<file path="src/rtl/qd_pkg.sv">
package qd_pkg;
    localparam int NCH  = 4;
    localparam int CHW  = $clog2(NCH);
    localparam int AW   = 16;
    localparam int PW   = 8;
    localparam int DW   = 8;
    localparam int IOAW = 5;
    localparam int MW   = DW - 2;

    localparam logic [1:0] MD_SINGLE  = 2'b01;
    localparam logic [1:0] TT_TOMEM   = 2'b01;
    localparam logic [1:0] TT_FROMMEM = 2'b10;

    typedef enum logic [3:0] {
        PK_NONE, PK_ADDR, PK_CNT, PK_PAGE, PK_STAT,
        PK_MASK, PK_MODE, PK_CLRPTR, PK_MCLR, PK_CLRMASK
    } port_kind_e;

    typedef struct packed {
        logic [NCH-1:0][AW-1:0] addr;
        logic [NCH-1:0][AW-1:0] cnt;
        logic [NCH-1:0][PW-1:0] page;
        logic [NCH-1:0][MW-1:0] mode;
        logic [NCH-1:0]         mask;
        logic [NCH-1:0]         tc;
        logic                   ptr;
        logic [NCH-1:0]         dack;
        logic [PW+AW-1:0]       maddr;
        logic                   dir;
        logic                   eop;
    } st_t;
endpackage

</file>
<file path="src/rtl/qd_port_decode.sv">
module qd_port_decode
    import qd_pkg::*;
(
    input  logic [IOAW-1:0] io_addr,
    output port_kind_e      kind,
    output logic [CHW-1:0]  ch
);
    always_comb begin
        kind = PK_NONE;
        ch   = io_addr[CHW-1:0];
        if (io_addr[4]) begin
            if (io_addr[3:2] == 2'b00) kind = PK_PAGE;
        end else begin
            unique case (io_addr[3:2])
                2'b00: kind = PK_ADDR;
                2'b01: kind = PK_CNT;
                2'b10: begin
                    unique case (io_addr[1:0])
                        2'd0: kind = PK_STAT;
                        2'd1: kind = PK_MASK;
                        2'd2: kind = PK_MODE;
                        default: kind = PK_CLRPTR;
                    endcase
                end
                default: begin
                    if (io_addr[1:0] == 2'd0)      kind = PK_MCLR;
                    else if (io_addr[1:0] == 2'd1) kind = PK_CLRMASK;
                end
            endcase
        end
    end
endmodule

</file>
<file path="src/rtl/qd_prio_pick.sv">
module qd_prio_pick #(
    parameter  int N  = 4,
    localparam int IW = $clog2(N)
) (
    input  logic [N-1:0]  req,
    output logic [N-1:0]  gnt,
    output logic [IW-1:0] idx,
    output logic          any
);
    always_comb begin
        gnt = '0;
        idx = '0;
        any = 1'b0;
        for (int i = N - 1; i >= 0; i--) begin
            if (req[i]) begin
                gnt    = '0;
                gnt[i] = 1'b1;
                idx    = IW'(i);
                any    = 1'b1;
            end
        end
    end
endmodule

</file>
<file path="src/rtl/quad_dma_front.sv">
module quad_dma_front
    import qd_pkg::*;
(
    input  logic              clk,
    input  logic              rst_n,
    input  logic              io_sel,
    input  logic              io_wr,
    input  logic [IOAW-1:0]   io_addr,
    input  logic [DW-1:0]     io_wdata,
    output logic [DW-1:0]     io_rdata,
    input  logic [NCH-1:0]    dreq,
    output logic [NCH-1:0]    dack,
    output logic [PW+AW-1:0]  mem_addr,
    output logic              to_mem,
    output logic              eop
);
    st_t q, d;

    function automatic st_t clr_state();
        st_t s;
        s      = '0;
        s.mask = '1;
        return s;
    endfunction

    port_kind_e       kind;
    logic [CHW-1:0]   pch;
    logic [NCH-1:0]   elig, gnt;
    logic [CHW-1:0]   gidx;
    logic             gany;
    logic [NCH-1:0]   mask_w, tc_w;

    qd_port_decode u_dec (.io_addr(io_addr), .kind(kind), .ch(pch));

    for (genvar i = 0; i < NCH; i++) begin : g_elig
        assign elig[i] = !q.mask[i] && dreq[i] && (q.mode[i][MW-1:MW-2] == MD_SINGLE)
                       && ((q.mode[i][1:0] == TT_TOMEM) || (q.mode[i][1:0] == TT_FROMMEM));
    end

    qd_prio_pick #(.N(NCH)) u_pick (
        .req (elig & {NCH{~|q.dack}}),
        .gnt (gnt),
        .idx (gidx),
        .any (gany)
    );

    always_comb begin
        d      = q;
        d.dack = '0;
        d.eop  = 1'b0;
        if (gany) begin
            d.dack       = gnt;
            d.maddr      = {q.page[gidx], q.addr[gidx]};
            d.dir        = (q.mode[gidx][1:0] == TT_TOMEM);
            d.addr[gidx] = q.addr[gidx] + 1'b1;
            d.cnt[gidx]  = q.cnt[gidx] - 1'b1;
            if (q.cnt[gidx] == '0) begin
                d.tc[gidx]   = 1'b1;
                d.mask[gidx] = 1'b1;
                d.eop        = 1'b1;
            end
        end
        if (io_sel) begin
            unique case (kind)
                PK_ADDR: begin
                    if (io_wr) begin
                        if (q.ptr) d.addr[pch][AW-1:DW] = io_wdata;
                        else       d.addr[pch][DW-1:0]  = io_wdata;
                    end
                    d.ptr = ~q.ptr;
                end
                PK_CNT: begin
                    if (io_wr) begin
                        if (q.ptr) d.cnt[pch][AW-1:DW] = io_wdata;
                        else       d.cnt[pch][DW-1:0]  = io_wdata;
                    end
                    d.ptr = ~q.ptr;
                end
                PK_PAGE:    if (io_wr)  d.page[pch] = io_wdata;
                PK_STAT:    if (!io_wr) d.tc = d.tc & ~q.tc;
                PK_MASK:    if (io_wr)  d.mask[io_wdata[CHW-1:0]] = io_wdata[2];
                PK_MODE:    if (io_wr)  d.mode[io_wdata[CHW-1:0]] = io_wdata[DW-1:2];
                PK_CLRPTR:  if (io_wr)  d.ptr = 1'b0;
                PK_MCLR:    if (io_wr)  d = clr_state();
                PK_CLRMASK: if (io_wr)  d.mask = '0;
                default: ;
            endcase
        end
    end

    always_ff @(posedge clk) begin
        if (!rst_n) q <= clr_state();
        else        q <= d;
    end

    always_comb begin
        io_rdata = '0;
        unique case (kind)
            PK_ADDR: io_rdata = q.ptr ? q.addr[pch][AW-1:DW] : q.addr[pch][DW-1:0];
            PK_CNT:  io_rdata = q.ptr ? q.cnt[pch][AW-1:DW]  : q.cnt[pch][DW-1:0];
            PK_PAGE: io_rdata = q.page[pch];
            PK_STAT: io_rdata = {dreq, q.tc};
            default: io_rdata = '0;
        endcase
    end

    assign dack     = q.dack;
    assign mem_addr = q.maddr;
    assign to_mem   = q.dir;
    assign eop      = q.eop;
    assign mask_w   = q.mask;
    assign tc_w     = q.tc;
endmodule

</file>
<file path="config.mk">
export PLATFORM = sky130hd
export DESIGN_NAME = quad_dma_front
export DESIGN_NICKNAME = d
export VERILOG_FILES = /design/src/rtl/qd_pkg.sv /design/src/rtl/qd_port_decode.sv /design/src/rtl/qd_prio_pick.sv /design/src/rtl/quad_dma_front.sv
export SDC_FILE = /design/constraint.sdc
export NUM_CORES = 1
export LEC_CHECK = 0
export ABC_AREA = 1
export BUFFER_PORTS_ARGS = -buffer_cell sky130_fd_sc_hd__buf_4
export CAP_MARGIN = 40
export CELL_PAD_IN_SITES_DETAIL_PLACEMENT = 0
export CELL_PAD_IN_SITES_GLOBAL_PLACEMENT = 1
export CORE_MARGIN = 2
export CORE_UTILIZATION = 44
export CTS_CLUSTER_SIZE = 12
export DETAILED_ROUTE_END_ITERATION = 10
export PLACE_DENSITY_LB_ADDON = 0.1
export SETUP_SLACK_MARGIN = 0.5
export SLEW_MARGIN = 20
export SYNTH_ARGS = -nofsm -noshare
export SYNTH_HDL_FRONTEND = slang
export SYNTH_HIERARCHICAL = 1
export SYNTH_SLANG_ARGS = --single-unit
</file>
<file path="constraint.sdc">
create_clock -name clk -period 3.5 [get_ports clk]
set_input_delay 0.175 -clock clk [delete_from_list [all_inputs] [get_ports clk]]
set_output_delay 0.175 -clock clk [all_outputs]
set_load 0.05 [all_outputs]
</file>
==> flow_metrics.env, run 1 <==
export IMPL_numCtsBuffers=27
export IMPL_drtIter0Drc=2166
export IMPL_synth_area_top_cells="dfxtp_1 (30%), nand2_1 (18%), a21oi_1 (8.5%)"
export IMPL_antenna_found_initial=1
export IMPL_setup_ws_ns=0.103
export IMPL_die_w_um=186
export IMPL_vias=18200
export IMPL_synthDominantCellAreaShare_pct=29.7
export IMPL_io_buffer_count=58
export IMPL_cts_root_buf="clkbuf_16"
export IMPL_clk_pin_slew_worst_paths_ns=0.06
export IMPL_drtPass1Iterations=6
export IMPL_synth_edf_count=0
export IMPL_power_density_nw_per_um2=336
export IMPL_status="complete, no violations"
export IMPL_cts_buffer_depth=3
export IMPL_crit_path_end_kind="register"
export IMPL_grt_pass1_vias=16900
export IMPL_yosysSeqAreaShare_pct=29.7
export IMPL_die_area_sq_um=34400
export IMPL_ys_warn_count=6
export IMPL_synth_area_sq_um=14500
export IMPL_worstPathMaxFanout=7
export IMPL_min_from="io_wdata[4]"
export IMPL_overflow=0
export IMPL_nets=2522
export IMPL_die_h_um=186
export IMPL_hold_ws_ns=0.0165
export IMPL_syn_to_final_growth_pct=24.1
export IMPL_drc=0
export IMPL_crit_path_start_kind="register"
export IMPL_fin_crit_ns=3.40
export IMPL_routedWlPerCell_um=24.7
export IMPL_crit_arrival_ns=3.89
export IMPL_skew_ns=0.0150
export IMPL_final_cell_mix="nand2_1 (653), a21oi_1 (236), buf_4 (222)"
export IMPL_cts_sinks=215
export IMPL_drt_wl_total_um=73100
export IMPL_final_hold_viol_count=0
export IMPL_reg2reg_setup_slack_ns=0.10
export IMPL_worst_r2r_endpoint="tc_w[3]"
export IMPL_syn_nets=2404
export IMPL_cp_required_ns=3.99
export IMPL_fin_crit_sh_pct=97.0
export IMPL_final_common_cell="nand2_1"
export IMPL_clk_latency_ns=0.56
export IMPL_max_stage_delay_ns=0.60
export IMPL_worst_pin_slew_ns=1.03
export IMPL_grt_pass1_wl_um=107000
export IMPL_ir_drop_mv=0.389
export IMPL_synth_distinct_cells=48
export IMPL_yosys_area_top_type="dfxtp_1"
export IMPL_rsz0062_at_grt="true"
export IMPL_timing_max_cap_violations=0
export IMPL_slowest_stage="or4_4"
export IMPL_p_leak_nw=7.37
export IMPL_finalSetupViolations=0
export IMPL_hold_end="q[67]"
export IMPL_critical_path_top_delay_family="simple AND/OR/NAND/NOR gates"
export IMPL_pre_cts_slack_ns=-0.0300
export IMPL_crit_type="reg -> reg"
export IMPL_fmax_ghz=0.294
export IMPL_whs_path_depth=3
export IMPL_worst_path_buf_inv=3
export IMPL_grt_max_degree=68
export IMPL_place_congestion=1.03
export IMPL_timing_slew_headroom_pct=30.6
export IMPL_synthCells=2380
export IMPL_avgViaCountPerCell=6.15
export IMPL_reg2reg_from="dack[2]"
export IMPL_drv_slew=0
export IMPL_tritoncts="yes"
export IMPL_core_sq_um=32500
export IMPL_drive_gt1_share_pct=18.4
export IMPL_synth_async_reset_ratio_pct=0
export IMPL_rows=66
export IMPL_hold_path_class="in -> reg"
export IMPL_dp_hpwl_um=51000
export IMPL_grt_total_usage_pct=41.8
export IMPL_ys_flop_type="dfxtp_1"
export IMPL_ff2ff_path_depth=17
export IMPL_syn_avg_cell_area_sq_um=6.10
export IMPL_crit_chain="or4_4 -> nor3_4 -> nor2_4 -> nor2_4 -> buf_12 -> nor2_4 -> buf_12 -> buf_8 -> nand2_2 -> nand4_1 -> nor2_2 -> nand2_1 -> and2b_4 -> nand4_1 -> nand2_1 -> nand2_1 -> nor2_1"
export IMPL_start_util_pct=44.6
export IMPL_ant_nets=0
export IMPL_io_pins=59
export IMPL_h_tree_depth=1
export IMPL_synth_seq_cells=215
worst max-delay path by stage:
stage / slack, ns / to / cells after the start / start
6_report: 0.10 / tc_w[3] / 17 / dack[2]
3_5_place_dp: -0.03 / tc_w[3] / 19 / dack[1]
3_3_place_gp: 0.02 / eop / 16 / dack[1]
4_1_cts: 0.23 / tc_w[3] / 19 / dack[1]
5_1_grt: 0.02 / q[137] / 18 / dack[2]
2_1_floorplan: 0.51 / q[153] / 17 / dack[1]
registers in the layout, indices dropped and copies added, names as in the netlist:
name and cells:
mem_addr 24, q 177, mask_w 4, eop 1, tc_w 4, to_mem 1, dack 4
where the power goes:
part / internal, W / total, W / leakage, nW / switching, W
logic: 0.000208 / 0.000847 / 5.22 / 0.000639
clock network: 0.00156 / 0.00273 / 0.418 / 0.00117
registers: 0.00246 / 0.00247 / 1.73 / 0.0000123
tightest hold or removal path, stage by stage:
cell	delay, ns
buf_4	0.13
nor2_1	0.14
a211oi_1	0.08
through the flow:
step	setup TNS (ns)	power (W)	std cells	utilization (%)	instance area (sq um)
6_report	0	0.00605	2961	55.3	18000
4_1_cts	0	0.00602	2947	54.2	17600
3_5_place_dp	-0.0815	0.00330	2868	49.2	16000
5_1_grt	0	0.00619	2960	55.3	18000
2_1_floorplan	0	0.00295	2380	-	14500
3_3_place_gp	0	0.00329	2859	49.0	16000
logic make-up (layout without fill, tap and decap cells):
kind of cell / after synthesis / in the layout / synth area share (%)
AOI/OAI and AO/OA: 631 / 631 / 25.8
xor gates and xnor gates: 12 / 12 / 0.725
adders and majority gates: 3 / 3 / 0.259
buffers and inverters: 383 / 521 / 11.2
DFF: 215 / 215 / 29.7
other: 0 / 1 / 0
and+or+nand+nor: 1136 / 1136 / 32.4
cells in the mapped netlist (4+ instances only):
library cell and count:
nand3_1 147, o21ai_0 156, o32ai_1 6, xor2_1 5, xnor2_1 7, buf_1 14, o21ai_1 4, inv_1 194
a221oi_1 10, o211ai_1 31, a21oi_1 245, inv_2 9, nand2_2 5, nor2_4 8, buf_4 40, a22oi_1 62
o22ai_1 27, dfxtp_1 215, a31oi_1 7, clkbuf_1 100, o2111ai_1 14, o311ai_0 4, nand4_1 27, nor2_1 214
nand2_1 693, or2_2 5, nor3_1 14, a211oi_1 51, nor2_2 14, clkinv_1 5, buf_2 20
final cells by class:
cell class	count	area, sq um
fillers	3367	14500
clock buffers	43	806
inverters	208	798
flip-flops and latches	215	4310
clock inverters	6	33.8
well taps	442	553
multi-input cells	1782	9230
diodes	1	2.50
repair buffers	264	2270
timing repair:
item                                    in CTS  in global routing
pin swaps                                   17                 42
endpoints found under the hold margin        1                  0
endpoints found under the setup margin     138                139
hold buffers                                 1                  0
resized for setup                          121                 69
setup buffers                               29                 10
routing by layer:
layer | wire [um] | global-route usage, %
met4 | 5660 | 28.7
met3 | 8990 | 11.4
met2 | 30200 | 62.6
met1 | 28200 | 52.2
met5 | 13 | 0
Note: power is estimated with default switching activity, not from simulation.
==> run 2: changes to the inputs <==
- MAX_ROUTING_LAYER: not set -> met4
==> flow_metrics.env, run 2 (synthesis gave the netlist of run 1 again) <==
export IMPL_skew_ns=0.0129
export IMPL_num_fill_cells=3327
export IMPL_worstPathMaxFanout=8
export IMPL_final_hold_viol_count=0
export IMPL_crit_type="reg -> reg"
export IMPL_crit_arrival_ns=3.91
export IMPL_place_congestion=1.00
export IMPL_power_density_nw_per_um2=348
export IMPL_cts_sinks=215
export IMPL_io_buffer_count=58
export IMPL_drtPass1Iterations=7
export IMPL_ant_nets=0
export IMPL_ir_drop_mv=0.399
export IMPL_met3_usage_pct=9.86
export IMPL_vias=18400
export IMPL_start_util_pct=44.6
export IMPL_cts_root_buf="clkbuf_16"
export IMPL_pre_cts_slack_ns=-0.110
export IMPL_rsz0062_at_grt="true"
export IMPL_worst_pin_slew_ns=1.06
export IMPL_timing_max_cap_violations=0
export IMPL_total_power_w=0.00636
export IMPL_numCtsBuffers=27
export IMPL_nets=2525
export IMPL_fin_crit_ns=3.42
export IMPL_clk_pin_slew_worst_paths_ns=0.07
export IMPL_overflow=0
export IMPL_crit_path_start_kind="register"
export IMPL_crit_path_end_kind="register"
export IMPL_drtIter0Drc=2539
export IMPL_avgViaCountPerCell=6.21
export IMPL_p_leak_nw=7.44
export IMPL_layoutNonFillerInstCount=2969
export IMPL_dp_cells=2875
export IMPL_die_h_um=186
export IMPL_antenna_found_initial=4
export IMPL_drc=0
export IMPL_fin_crit_sh_pct=97.7
export IMPL_die_w_um=186
export IMPL_tritoncts="yes"
export IMPL_busiest_layer="met2"
export IMPL_hold_path_class="in -> reg"
export IMPL_io_pins=59
export IMPL_finalSetupViolations=0
export IMPL_fmax_ghz=0.293
export IMPL_routedWlPerCell_um=25.0
export IMPL_timing_slew_headroom_pct=28.2
export IMPL_grt_max_degree=71
export IMPL_grt_pass1_vias=16600
export IMPL_final_cell_mix="nand2_1 (645), a21oi_1 (233), buf_4 (219)"
export IMPL_grt_total_usage_pct=42.7
export IMPL_drt_wl_total_um=74300
export IMPL_use_met2_pct=62.9
export IMPL_drive_gt1_share_pct=19.5
export IMPL_grt_use_met1_pct=53.5
export IMPL_setup_ws_ns=0.0821
export IMPL_clk_latency_ns=0.58
export IMPL_core_sq_um=32500
export IMPL_die_area_sq_um=34400
export IMPL_cp_required_ns=3.99
export IMPL_rows=66
export IMPL_grt_pass1_wl_um=106000
export IMPL_finalSetupTns_ns=0
export IMPL_cts_buffer_depth=3
export IMPL_largest_register="q"
export IMPL_status="complete, no violations"
export IMPL_dp_hpwl_um=51100
export IMPL_largest_reg_flops=177
export IMPL_final_common_cell="nand2_1"
export IMPL_syn_to_final_growth_pct=25.9
export IMPL_drv_slew=0
export IMPL_h_tree_depth=1
## run 2: where the power goes
part / internal [W] / leakage [nW] / switching (W) / total [W]
Clock: 0.00179 / 0.457 / 0.00123 / 0.00302
Combinational: 0.000217 / 5.25 / 0.000644 / 0.000861
Sequential: 0.00246 / 1.73 / 0.0000122 / 0.00247
## run 2: per-layer routing
metal	vias up	share of wire, %
met5	-	0
met4	0	7.4
met1	8560	39
met2	1315	42
met3	351	12
li1	8218	-
## run 2: layout make-up
cell class | instances | area, sq um | share of cell area (%)
diodes | 6 | 15.0 | 0.0822
clock buffers | 39 | 791 | 4.33
clock inverters | 10 | 145 | 0.795
inverters | 208 | 805 | 4.41
multi-input cells | 1782 | 9280 | 50.8
flip-flops and latches | 215 | 4310 | 23.6
well taps | 442 | 553 | 3.03
repair buffers | 267 | 2360 | 12.9
## run 2: timing repair
item,in CTS,in global routing
gates resized for setup,42,169
setup endpoints to repair,141,138
pin swaps,9,62
hold buffers,2,0
gates cloned,1,2
setup buffers,11,21
hold endpoints to repair,2,0
## run 2: worst max-delay path: stages (launching register included)
cell and delay (ns):
dfxtp_2 0.32, or4_4 0.60, nor3_4 0.24, inv_2 0.09, nand3_2 0.13, nand2_8 0.14
nand2_2 0.11, inv_2 0.11, buf_4 0.17, buf_4 0.14, nand2_1 0.05, nand4_1 0.24
nor2_2 0.19, nand2_2 0.08, and2b_4 0.31, buf_4 0.12, nand3_2 0.11, nor3_2 0.15
## run 2: worst paths after layout
path                startpoint           end  slack [ns]  cells after the start
hold / removal     io_wdata[2]         q[65]        0.02                      3
setup / recovery       dack[2]           eop        0.08                     17
hold reg to reg   mem_addr[22]  mem_addr[22]        0.46                      2
setup reg to reg       dack[2]           eop        0.08                     17
## run 2: per-stage QoR
stage          utilization [%]  area (sq um)  hold WS [ns]
6_report                  56.1         18300        0.0156
5_1_grt                   56.1         18300        0.0329
4_1_cts                   53.5         17400        0.0112
3_5_place_dp              49.6         16100         0.456
3_3_place_gp              49.2         16000         0.453
2_1_floorplan                -         14500         0.414
